## config.mk

```make
export PLATFORM = sky130hd
export DESIGN_NAME = uart_brk_detect
export DESIGN_NICKNAME = d
export VERILOG_FILES = /design/src/rtl/brk_pkg.sv /design/src/rtl/brk_frame_len.sv /design/src/rtl/brk_low_counter.sv /design/src/rtl/brk_flags.sv /design/src/rtl/uart_brk_detect.sv
export SDC_FILE = /design/constraint.sdc
export NUM_CORES = 1
export LEC_CHECK = 0
export ABC_AREA = 1
export BUFFER_PORTS_ARGS = -buffer_cell sky130_fd_sc_hd__buf_4
export CORE_AREA = 2 2 41 43
export CTS_CLUSTER_DIAMETER = 30
export DETAILED_ROUTE_END_ITERATION = 6
export DIE_AREA = 0 0 43 45
export PLACE_DENSITY = 0.71
export SYNTH_ARGS = -nofsm -noshare
export SYNTH_HDL_FRONTEND = slang
export SYNTH_SLANG_ARGS = --single-unit
```

## constraint.sdc

```tcl
create_clock -name clk -period 1.8 [get_ports clk]
set_input_delay 0.27 -clock clk [delete_from_list [all_inputs] [get_ports clk]]
set_output_delay 0.27 -clock clk [all_outputs]
set_load 0.1 [all_outputs]
```

## src/rtl/brk_pkg.sv

```systemverilog
package brk_pkg;

    // Width of the low-duration counter; must hold 2*12+4 = 28.
    localparam int BRK_CNT_W = 5;
    localparam int BRK_FLAG_N = 2;

    typedef enum logic [1:0] {
        DSEL_7 = 2'b00,
        DSEL_8 = 2'b01,
        DSEL_9 = 2'b10
    } dsel_e;

    typedef struct packed {
        logic [BRK_CNT_W-1:0] cnt;
        logic                 armed;
        logic                 fa;
        logic                 fe;
    } low_cnt_t;

    typedef struct packed {
        logic [BRK_FLAG_N-1:0] flag;
    } flag_st_t;

endpackage

```

## src/rtl/brk_frame_len.sv

```systemverilog
module brk_frame_len #(
    parameter int CNT_W = brk_pkg::BRK_CNT_W
) (
    input  logic [1:0]       data_sel,
    input  logic             parity_en,
    output logic [CNT_W-1:0] thr_short,
    output logic [CNT_W-1:0] thr_long
);
    import brk_pkg::*;

    logic [CNT_W-1:0] data_n;
    logic [CNT_W-1:0] m_len;

    // character length from the configured format
    always_comb begin
        case (data_sel)
            DSEL_7:  data_n = CNT_W'(7);
            DSEL_8:  data_n = CNT_W'(8);
            default: data_n = CNT_W'(9);
        endcase
        m_len     = data_n + CNT_W'(2) + (parity_en ? CNT_W'(1) : CNT_W'(0));
        thr_short = m_len;
        thr_long  = (m_len << 1) + CNT_W'(3);
    end

endmodule

```

## src/rtl/brk_low_counter.sv

```systemverilog
module brk_low_counter #(
    parameter int CNT_W = brk_pkg::BRK_CNT_W
) (
    input  logic             clk,
    input  logic             rst_n,
    input  logic             bit_tick,
    input  logic             rxd,
    input  logic             frame_active,
    input  logic [CNT_W-1:0] thr_short,
    input  logic [CNT_W-1:0] thr_long,
    output logic             short_hit,
    output logic             long_hit,
    output logic             frame_err
);
    import brk_pkg::*;

    localparam logic [CNT_W-1:0] ONE = CNT_W'(1);

    low_cnt_t st_d, st_q;

    always_comb begin
        st_d      = st_q;
        short_hit = 1'b0;
        long_hit  = 1'b0;
        st_d.fa   = frame_active;
        // frame closed while the line is still low
        st_d.fe   = st_q.fa & ~frame_active & ~rxd;
        if (bit_tick) begin
            if (frame_active) begin
                // timing deferred until the frame ends
                st_d.cnt   = '0;
                st_d.armed = 1'b1;
            end else if (rxd) begin
                st_d.cnt   = '0;
                st_d.armed = 1'b1;
            end else if (st_q.armed) begin
                // hold once past the long threshold
                if (st_q.cnt <= thr_long) begin
                    st_d.cnt  = st_q.cnt + ONE;
                    short_hit = (st_d.cnt == thr_short + ONE);
                    long_hit  = (st_d.cnt == thr_long + ONE);
                end
            end
        end
    end

    always_ff @(posedge clk or negedge rst_n) begin
        if (!rst_n) begin
            st_q <= '0;
        end else begin
            st_q <= st_d;
        end
    end

    assign frame_err = st_q.fe;

endmodule

```

## src/rtl/brk_flags.sv

```systemverilog
module brk_flags #(
    parameter int FLAG_N = brk_pkg::BRK_FLAG_N
) (
    input  logic              clk,
    input  logic              rst_n,
    input  logic [FLAG_N-1:0] set_vec,
    input  logic              clr_stb,
    input  logic [FLAG_N-1:0] clr_mask,
    output logic [FLAG_N-1:0] flags
);
    import brk_pkg::*;

    flag_st_t st_d, st_q;

    always_comb begin
        st_d = st_q;
        for (int i = 0; i < FLAG_N; i++) begin
            // masked clear, R8 set has priority
            if (clr_stb && clr_mask[i]) st_d.flag[i] = 1'b0;
            if (set_vec[i])             st_d.flag[i] = 1'b1;
        end
    end

    always_ff @(posedge clk or negedge rst_n) begin
        if (!rst_n) begin
            st_q <= '0;
        end else begin
            st_q <= st_d;
        end
    end

    assign flags = st_q.flag;

endmodule

```

## src/rtl/uart_brk_detect.sv

```systemverilog
module uart_brk_detect (
    input  logic       clk,
    input  logic       rst_n,
    input  logic       bit_tick,
    input  logic       rxd,
    input  logic       frame_active,
    input  logic [1:0] data_sel,
    input  logic       parity_en,
    input  logic       clr_stb,
    input  logic [1:0] clr_mask,
    output logic       short_brk,
    output logic       long_brk,
    output logic       frame_err
);
    import brk_pkg::*;

    localparam int CW = BRK_CNT_W;

    logic [CW-1:0] thr_short;
    logic [CW-1:0] thr_long;
    logic          short_hit;
    logic          long_hit;
    logic [1:0]    flags;

    brk_frame_len #(.CNT_W(CW)) u_len (
        .data_sel  (data_sel),
        .parity_en (parity_en),
        .thr_short (thr_short),
        .thr_long  (thr_long)
    );

    brk_low_counter #(.CNT_W(CW)) u_cnt (
        .clk          (clk),
        .rst_n        (rst_n),
        .bit_tick     (bit_tick),
        .rxd          (rxd),
        .frame_active (frame_active),
        .thr_short    (thr_short),
        .thr_long     (thr_long),
        .short_hit    (short_hit),
        .long_hit     (long_hit),
        .frame_err    (frame_err)
    );

    brk_flags #(.FLAG_N(2)) u_flg (
        .clk      (clk),
        .rst_n    (rst_n),
        .set_vec  ({long_hit, short_hit}),
        .clr_stb  (clr_stb),
        .clr_mask (clr_mask),
        .flags    (flags)
    );

    assign short_brk = flags[0];
    assign long_brk  = flags[1];

endmodule

```

==> results of run 1 <==
-- critical path: cells and delay by family --
family          cells  cell delay (ps)
compound gates      1              110
buf+inv             4              280
fa+ha+maj           3             1040
simple gates        8              480
-- sequential cells by signal (all words and copies together) (netlist names) --
| name | count |
|---|---|
| u_cnt.frame_err | 1 |
| u_cnt.st_q | 7 |
| u_flg.flags | 2 |
-- power breakdown --
group          internal (uW)  total (uW)  switching, uW
clock                   76.8         144           67.7
combinational           84.8         169           83.9
sequential               230         234           3.62
-- Yosys cell counts --
library cell | instances | area [sq um]
or2_1 | 1 | 6.26
ha_1 | 6 | 75.1
dfrtp_1 | 10 | 250
xnor2_1 | 1 | 8.76
nor2_2 | 1 | 6.26
nand3_1 | 10 | 50.1
fa_1 | 1 | 20.0
nor2_1 | 6 | 22.5
conb_1 | 1 | 3.75
buf_4 | 1 | 7.51
nand2_1 | 35 | 131
xor2_1 | 3 | 26.3
nand3b_1 | 1 | 7.51
nand4_1 | 2 | 12.5
o21ai_1 | 5 | 25.0
inv_1 | 16 | 60.1
a21oi_1 | 1 | 5.00
inv_2 | 2 | 7.51
nand2_2 | 2 | 12.5
-- metal layers --
layer / track usage / part of all wire / vias up
met5: 0 / 0 / -
met4: 0.0364 / 0.0058 / 0
met3: 0.0600 / 0.041 / 3
met2: 0.367 / 0.50 / 16
met1: 0.238 / 0.45 / 317
li1: - / - / 372
-- path summary, 6_finish.rpt --
kind                       slack (ps)          start         endpoint
max                              -190    data_sel[1]    u_cnt.st_q[5]
min                               140   frame_active    u_cnt.st_q[1]
max reg2reg                       300  u_cnt.st_q[6]    u_cnt.st_q[5]
min reg2reg                       470  u_cnt.st_q[1]  u_cnt.frame_err
max in group asynchronous        1300          rst_n    u_cnt.st_q[3]
min in group asynchronous         370          rst_n    u_cnt.st_q[7]
-- final cells by class --
cell class	count	area [sq um]	area share
clock buffer	3	22.5	0.0218
inverter	18	80.1	0.0777
multi-input combinational	76	478	0.464
sequential	10	250	0.243
tap	16	20.0	0.0194
timing repair buffer	22	180	0.175
-- kinds of logic after synthesis --
| logic type | Yosys count |
|---|---|
| adder cells (fa/ha/maj) | 7 |
| AO/OA/AOI/OAI | 6 |
| AND/OR/NAND/NOR | 58 |
| flip-flops | 10 |
| XOR/XNOR | 4 |
| other | 1 |
| buffers and inverters | 19 |
-- what timing repair did --
action / in CTS / in global routing
hold buffers: 1 / 0
buffers inserted: 1 / 2
resized for setup: 7 / 4
endpoints found under the setup margin: 7 / 7
pin swaps: 13 / 6
cloned: 0 / 0
hold endpoints to repair: 10 / 0
-- through the flow --
stage	setup slack [ps]	total power (uW)	setup TNS, ps	cell area [sq um]	cells
after detailed placement	-519	383	-3340	928	138
after floorplan	-304	329	-1960	781	105
final	-192	547	-1180	1030	145
after global routing	-295	586	-1880	1030	145
after global placement	-494	380	-3250	928	138
after CTS	-214	541	-1280	1000	143
==> impl_results.md, run 1 <==
* Fin. max-slew vios at 0
* Avg Cell Area, Syn at 7.03 sq um
* Worst-Skew Late Latency at 260 ps
* Critical Path Max Stage Delay at 460 ps
* Hold Path Stages at 1
* Global-route wire length before repair at 2870 um
* CP endpoint kind: flip-flop
* Area of the core at 1470 sq um
* Synth Instances at 105
* Post-synth cell types at 19
* Routed Antenna Nets at 0
* Drt pass-1 iters at 4
* Vias/cell at 4.88
* Largest net degree at the start of global routing at 11
* Initial Util at 0.502
* Final setup fails at 7
* Period minus WS final at 1990 ps
* CTS tree: yes
* Initial antenna violation count at 0
* Leakage Power at 0.000571 uW
* IO Pins at 14
* Initial DRC count at 7
* Vert. Die Dim at 45 um
* Ratio of final minimum period to clock period at 1.11
* Most frequent cells in the layout: nand2_1, buf_4, inv_1
* Layout Skew at 1.28 ps
* PD cells at 530 nW/um^2
* Drt drc at 0
* Synthesized area at 738 sq um
* CP Max Fanout at 5
* # nets final at 149
* WP data required at 1990 ps
* CP Launch Type: input port
* Routed via count at 708
* Main combinational cell family by area after synthesis: simple AND/OR/NAND/NOR gates
* Synth Area in Adders at 0.129
* Global route overflow at 0
* Multiplexer share of the synthesized area at 0
* Routed wire per std cell at 10.6 um
* Clk sink count at 10
* Number of synthesized register bits at 10
* Final HPWL DP at 1240 um
* H-tree depth at 1
* Register-to-Register Path Depth at 9
* FP Rows at 14
* CP max stage cell: fa_1
* RSZ-0062 raised after global routing: yes
* Crit path kind: input port to flip-flop
* Die area at 1940 sq um
* Layout fillers at 134
* Layout cell share with drive strength beyond 1 at 0.310
* Die width at 43 um
* Final Core Density at 0.701
* Final hold violations at 0
* Worst-path cell chain: buf_12 -> inv_12 -> nand2_4 -> ha_4 -> inv_2 -> fa_1 -> ha_1 -> nand2_1 -> nand2_1 -> nand2_1 -> nand2_2 -> nand2_1 -> nand2_1 -> inv_2 -> nand2_4 -> o21ai_1
* Synth warn at 0
* Number of max-cap violations at 0
* Ant. Diodes at 0
* Maximum clock insertion buffer count at 2
* CP arrival at 2180 ps
* Failing checks: negative setup slack
* CTS Root Cell: clkbuf_4
* Most common cell after layout, fill and taps aside: nand2_1
* Port bufs at 13
* Synth-to-Final Area Change at 39.7%
* Synth Area in Compound Gates at 0.0407
* Synthesized Nets at 123
* Synth Area in Simple Gates at 0.337
* Cts bufs inserted at 3
* Worst hold-check path type: input port to flip-flop
* Final worst slack at -192 ps
* Gr usage total at 0.201
* Number of global-route vias before repair at 722
* Final Wtd Congestion at 0.849
* Hold_ws at 137 ps
* Status: complete, but fails checks
* Detailed Route WL at 1540 um
* VDD IR max at 0.430 mV
* Critical Path Most Common Cell: nand2_1
* Seq/Total Area, Yosys at 0.339
* Xor/xnor share of the synthesized area at 0.0475
* Clock slew at reported path FFs at 60 ps
* Max Clk Rate at 502 MHz
Power figures use the tool's default switching activity.
==> run 2: changes to the inputs <==
- PLACE_DENSITY: 0.71 -> 0.76
==> impl_results.md, run 2 (same netlist as run 1, synthesis figures left out) <==
* Critical Path Max Stage Delay at 550 ps
* Final worst slack at -180 ps
* Area of the core at 1470 sq um
* H-tree depth at 1
* Cts bufs inserted at 3
* CP Launch Type: input port
* Number of max-cap violations at 0
* Gr usage total at 0.206
* Die width at 43 um
* Routed wire per std cell at 11.4 um
* Critical Path Stages at 16
* CP Max Fanout at 5
* Ant. Diodes at 0
* Fin. max-slew vios at 0
* Status: complete, but fails checks
* Total power at 606 uW
* Initial antenna violation count at 0
* CP delay by family, top: adder cells
* Die area at 1940 sq um
* Clk sink count at 10
* Drt pass-1 iters at 5
* CP max stage cell: fa_2
* Routed via count at 726
* Worst setup slack after placement at -533 ps
* Buffer and inverter count on the worst path at 4
* Crit path kind: input port to flip-flop
* Vert. Die Dim at 45 um
* Worst hold-check path type: input port to flip-flop
* Layout Skew at 11.5 ps
* Vias/cell at 5.01
* RSZ-0062 raised after global routing: yes
* Port bufs at 13
* Largest net degree at the start of global routing at 11
* Routed Antenna Nets at 0
* Failing checks: negative setup slack
* Register-to-Register Path Depth at 8
* Worst-Skew Late Latency at 260 ps
* Number of global-route vias before repair at 695
* # nets final at 148
* Final HPWL DP at 1280 um
* VDD IR max at 0.661 mV
* Final setup fails at 7
* CTS tree: yes
* Global route overflow at 0
* Global-route wire length before repair at 2930 um
* Most common cell after layout, fill and taps aside: nand2_1
* CTS Root Cell: clkbuf_4
* Drt drc at 0
* Period minus WS final at 1980 ps
* Ratio of final minimum period to clock period at 1.10
* Initial DRC count at 18
* CP arrival at 2170 ps
* Maximum clock insertion buffer count at 2
* Final Wtd Congestion at 0.892
* Hold Path Stages at 1
* Max Clk Rate at 505 MHz
* Reg with most FFs: u_cnt.st_q
* Detailed Route WL at 1650 um
* Clock slew at reported path FFs at 70 ps
* Leakage Power at 0.000569 uW
* CP endpoint kind: flip-flop
* Layout cell share with drive strength beyond 1 at 0.326
* Largest register FFs at 7
* IO Pins at 14
* PD cells at 576 nW/um^2
* Worst-path cell chain: buf_12 -> inv_12 -> nand2_4 -> ha_4 -> inv_4 -> fa_2 -> ha_4 -> nand2_2 -> nand2_1 -> nand2_1 -> nand2_2 -> nand2_1 -> nand2_1 -> inv_2 -> nand2_4 -> o21ai_1
* Layout fillers at 124
* Critical Path Most Common Cell: nand2_1
* FP Rows at 14
* WP data required at 1990 ps
* Most frequent cells in the layout: nand2_1, buf_4, inv_1
* Final hold violations at 0
* Synth-to-Final Area Change at 42.5%
* Initial Util at 0.502
## run 2: cell type report
class / count / area, sq um / area share
flip-flops and latches: 10 / 250 / 0.238
inverters: 18 / 82.6 / 0.0785
repair buffers: 21 / 173 / 0.164
well taps: 16 / 20.0 / 0.0190
multi-input cells: 76 / 490 / 0.466
clock buffers: 4 / 36.3 / 0.0345
## run 2: metal layers
metal / wire length, um / part of all wire / track usage / vias up
li1: - / - / - / 372
met1: 705 / 0.43 / 0.266 / 335
met2: 839 / 0.51 / 0.348 / 17
met3: 78 / 0.047 / 0.0720 / 2
met4: 24 / 0.015 / 0.0242 / 0
met5: 0 / 0 / 0 / -
## run 2: worst reg2reg max path, stage by stage (launching register included)
cell,delay [ps]
dfrtp_1,430
ha_1,330
a21oi_1,170
nand2_2,80
nand2_1,60
nand2_1,60
inv_2,90
nand2_4,80
o21ai_1,150
## run 2: final timing paths
kind                          startpoint               to  slack, ps
min reg2reg                u_cnt.st_q[1]  u_cnt.frame_err        470
max reg2reg                u_cnt.st_q[7]    u_cnt.st_q[6]        270
min                         frame_active    u_cnt.st_q[1]        130
max in group asynchronous          rst_n  u_cnt.frame_err       1280
max                          data_sel[1]    u_cnt.st_q[6]       -180
min in group asynchronous          rst_n    u_cnt.st_q[6]        360
## run 2: power by group
| part | switching [uW] | total [uW] | internal [uW] |
|---|---|---|---|
| clock network | 74.7 | 197 | 123 |
| registers | 4.48 | 234 | 230 |
| logic | 87.8 | 174 | 86.5 |
## run 2: repair_timing
item                                   in CTS  in global routing
hold buffers                                1                  0
endpoints found under the hold margin      10                  0
setup endpoints to repair                   7                  7
pin swaps                                   8                  5
resized for setup                           6                  8
buffers inserted                            1                  1
## run 2: stage by stage
step / hold WS [ps] / instance area [sq um] / util / cells / TNS (ps)
6_report: 134 / 1050 / 0.715 / 145 / -869
5_1_grt: 111 / 1050 / 0.715 / 145 / -1490
4_1_cts: 124 / 1010 / 0.684 / 144 / -1240
3_5_place_dp: 105 / 928 / 0.631 / 138 / -3380
3_3_place_gp: 102 / 928 / 0.631 / 138 / -3180
2_1_floorplan: -25.6 / 781 / - / 105 / -1960
==> run 3: changes to the inputs <==
- CELL_PAD_IN_SITES_DETAIL_PLACEMENT: unset -> 0
- CELL_PAD_IN_SITES_GLOBAL_PLACEMENT: unset -> 2
- CORE_AREA: 2 2 41 43 -> 2 2 54 56
- DIE_AREA: 0 0 43 45 -> 0 0 56 58
==> impl_results.md, run 3 (same netlist as run 1, synthesis figures left out) <==
* Crit path kind: input port to flip-flop
* Routed Antenna Nets at 0
* Final HPWL DP at 1400 um
* Cts bufs inserted at 3
* Most common cell after layout, fill and taps aside: nand2_1
* Status: complete, but fails checks
* Layout cell share with drive strength beyond 1 at 0.315
* Gr usage total at 0.110
* Die width at 56 um
* Reg-to-reg startpoint: u_cnt.st_q[4]
* Clk sink count at 10
* Drt drc at 0
* Initial DRC count at 5
* Worst Hold Launch: frame_active
* Final hold violations at 0
* Vert. Die Dim at 58 um
* Worst hold-check path type: input port to flip-flop
* Number of global-route vias before repair at 677
* Global route overflow at 0
* IO Pins at 14
* Placed Area at 962 sq um
* WP data required at 1990 ps
* Final Core Density at 0.400
* Switch share at 0.276
* R2R Setup Slk at 280 ps
* RSZ-0062 raised after global routing: yes
* CP arrival at 2200 ps
* CTS tree: yes
* Largest net degree at the start of global routing at 11
* Worst-Skew Late Latency at 260 ps
* Number of max-cap violations at 0
* Detailed Route WL at 1710 um
* NetSw at 166 uW
* RR Endpoint: u_flg.flags[1]
* Leakage Power at 0.000583 uW
* Initial antenna violation count at 0
* Layout fillers at 294
* Final setup fails at 7
* # nets final at 149
* Layout Skew at 2.15 ps
* Routed via count at 705
* Ratio of final minimum period to clock period at 1.11
* Routed wire per std cell at 10.6 um
* Synth-to-Final Area Change at 44.4%
* Failing checks: negative setup slack
* Ant. Diodes at 0
* Largest register FFs at 7
* CP endpoint kind: flip-flop
* VDD IR max at 0.438 mV
* Global-route wire length before repair at 2900 um
* Total power at 601 uW
* Non-Filler Instances at 161
* Placed insts at 155
* Clock group share of total power at 0.329
* Hold_ws at 127 ps
* Initial Util at 0.277
* Final worst slack at -205 ps
* Vias/cell at 4.38
* Register-to-Register Path Depth at 9
* CTS Root Cell: clkbuf_4
* Internal power at 436 uW
* CP Max Fanout at 5
* Max Clk Rate at 499 MHz
* Drt pass-1 iters at 3
* Final Wtd Congestion at 0.778
* Area of the core at 2660 sq um
* CP Launch Point: data_sel[1]
* Period minus WS final at 2010 ps
* Fin. max-slew vios at 0
* Area occupied by multi-input gates at 478 sq um
* Worst setup endpoint: u_cnt.st_q[5]
* Die area at 3250 sq um
* Maximum clock insertion buffer count at 2
* H-tree depth at 1
* Combinational Power Share at 0.283
* Clock slew at reported path FFs at 70 ps
* Reg power frac at 0.389
* FP Rows at 19
* PD cells at 564 nW/um^2
* Port bufs at 13
* Post-route cell area at 1070 sq um
* FF/Latch Area at 250 sq um
* Reg with most FFs: u_cnt.st_q
* Most frequent cells in the layout: nand2_1, buf_4, inv_1
* CP Launch Type: input port
==> run 3: changes by cell type in the layout (fill, tap and decap cells not counted), sizes merged <==
cell / change
buf: +1
==> run 3: timing repair <==
| item | in CTS | in global routing |
|---|---|---|
| gates resized for setup | 5 | 7 |
| hold endpoints to repair | 10 | 0 |
| setup buffers | 0 | 1 |
| hold buffers | 1 | 0 |
| cloned | 0 | 0 |
| endpoints found under the setup margin | 7 | 7 |
| pin swaps | 10 | 7 |
==> run 3: power by group through the flow <==
| stage | Clock (uW) | Sequential [uW] | Combinational [uW] |
|---|---|---|---|
| after global routing | 216 | 234 | 189 |
| after CTS | 205 | 234 | 161 |
| after global placement | 0 | 238 | 151 |
| after floorplan | 0 | 243 | 85.7 |
| after detailed placement | 0 | 238 | 155 |
| final | 198 | 234 | 170 |
==> run 3: per-stage QoR <==
stage	TNS, ps	setup slack, ps
6_report	-1210	-205
2_1_floorplan	-1960	-304
3_3_place_gp	-3300	-500
5_1_grt	-2090	-333
3_5_place_dp	-3460	-529
4_1_cts	-1300	-213
==> run 3: worst min-delay path by stage <==
stage | to | cells past startpoint
after floorplan | u_cnt.frame_err | 0
after global placement | u_flg.flags[0] | 1
after detailed placement | u_flg.flags[1] | 1
after CTS | u_cnt.st_q[1] | 1
after global routing | u_cnt.st_q[1] | 1
final | u_cnt.st_q[1] | 1
==> run 3: cell type report <==
cell class / count / share of cell area
Multi-Input combinational cell: 76 / 0.448
Sequential cell: 10 / 0.235
Timing Repair Buffer: 22 / 0.169
Inverter: 18 / 0.0775
Tap cell: 31 / 0.0364
Clock buffer: 4 / 0.0340
==> run 3: metal layers <==
layer,wire length (um),vias to the layer above,track usage
li1,-,373,-
met1,827,327,0.154
met2,859,5,0.173
met3,20,0,0.0313
met4,0,0,0.0204
met5,0,-,0
==> run 3: critical path: stages <==
cell,delay (ps)
buf_12,110
inv_12,40
nand2_4,40
ha_4,260
inv_2,30
fa_1,460
ha_1,310
buf_4,100
nand4_1,100
nand2_1,100
nand2_2,70
inv_4,90
nand2_8,70
o21ai_2,140
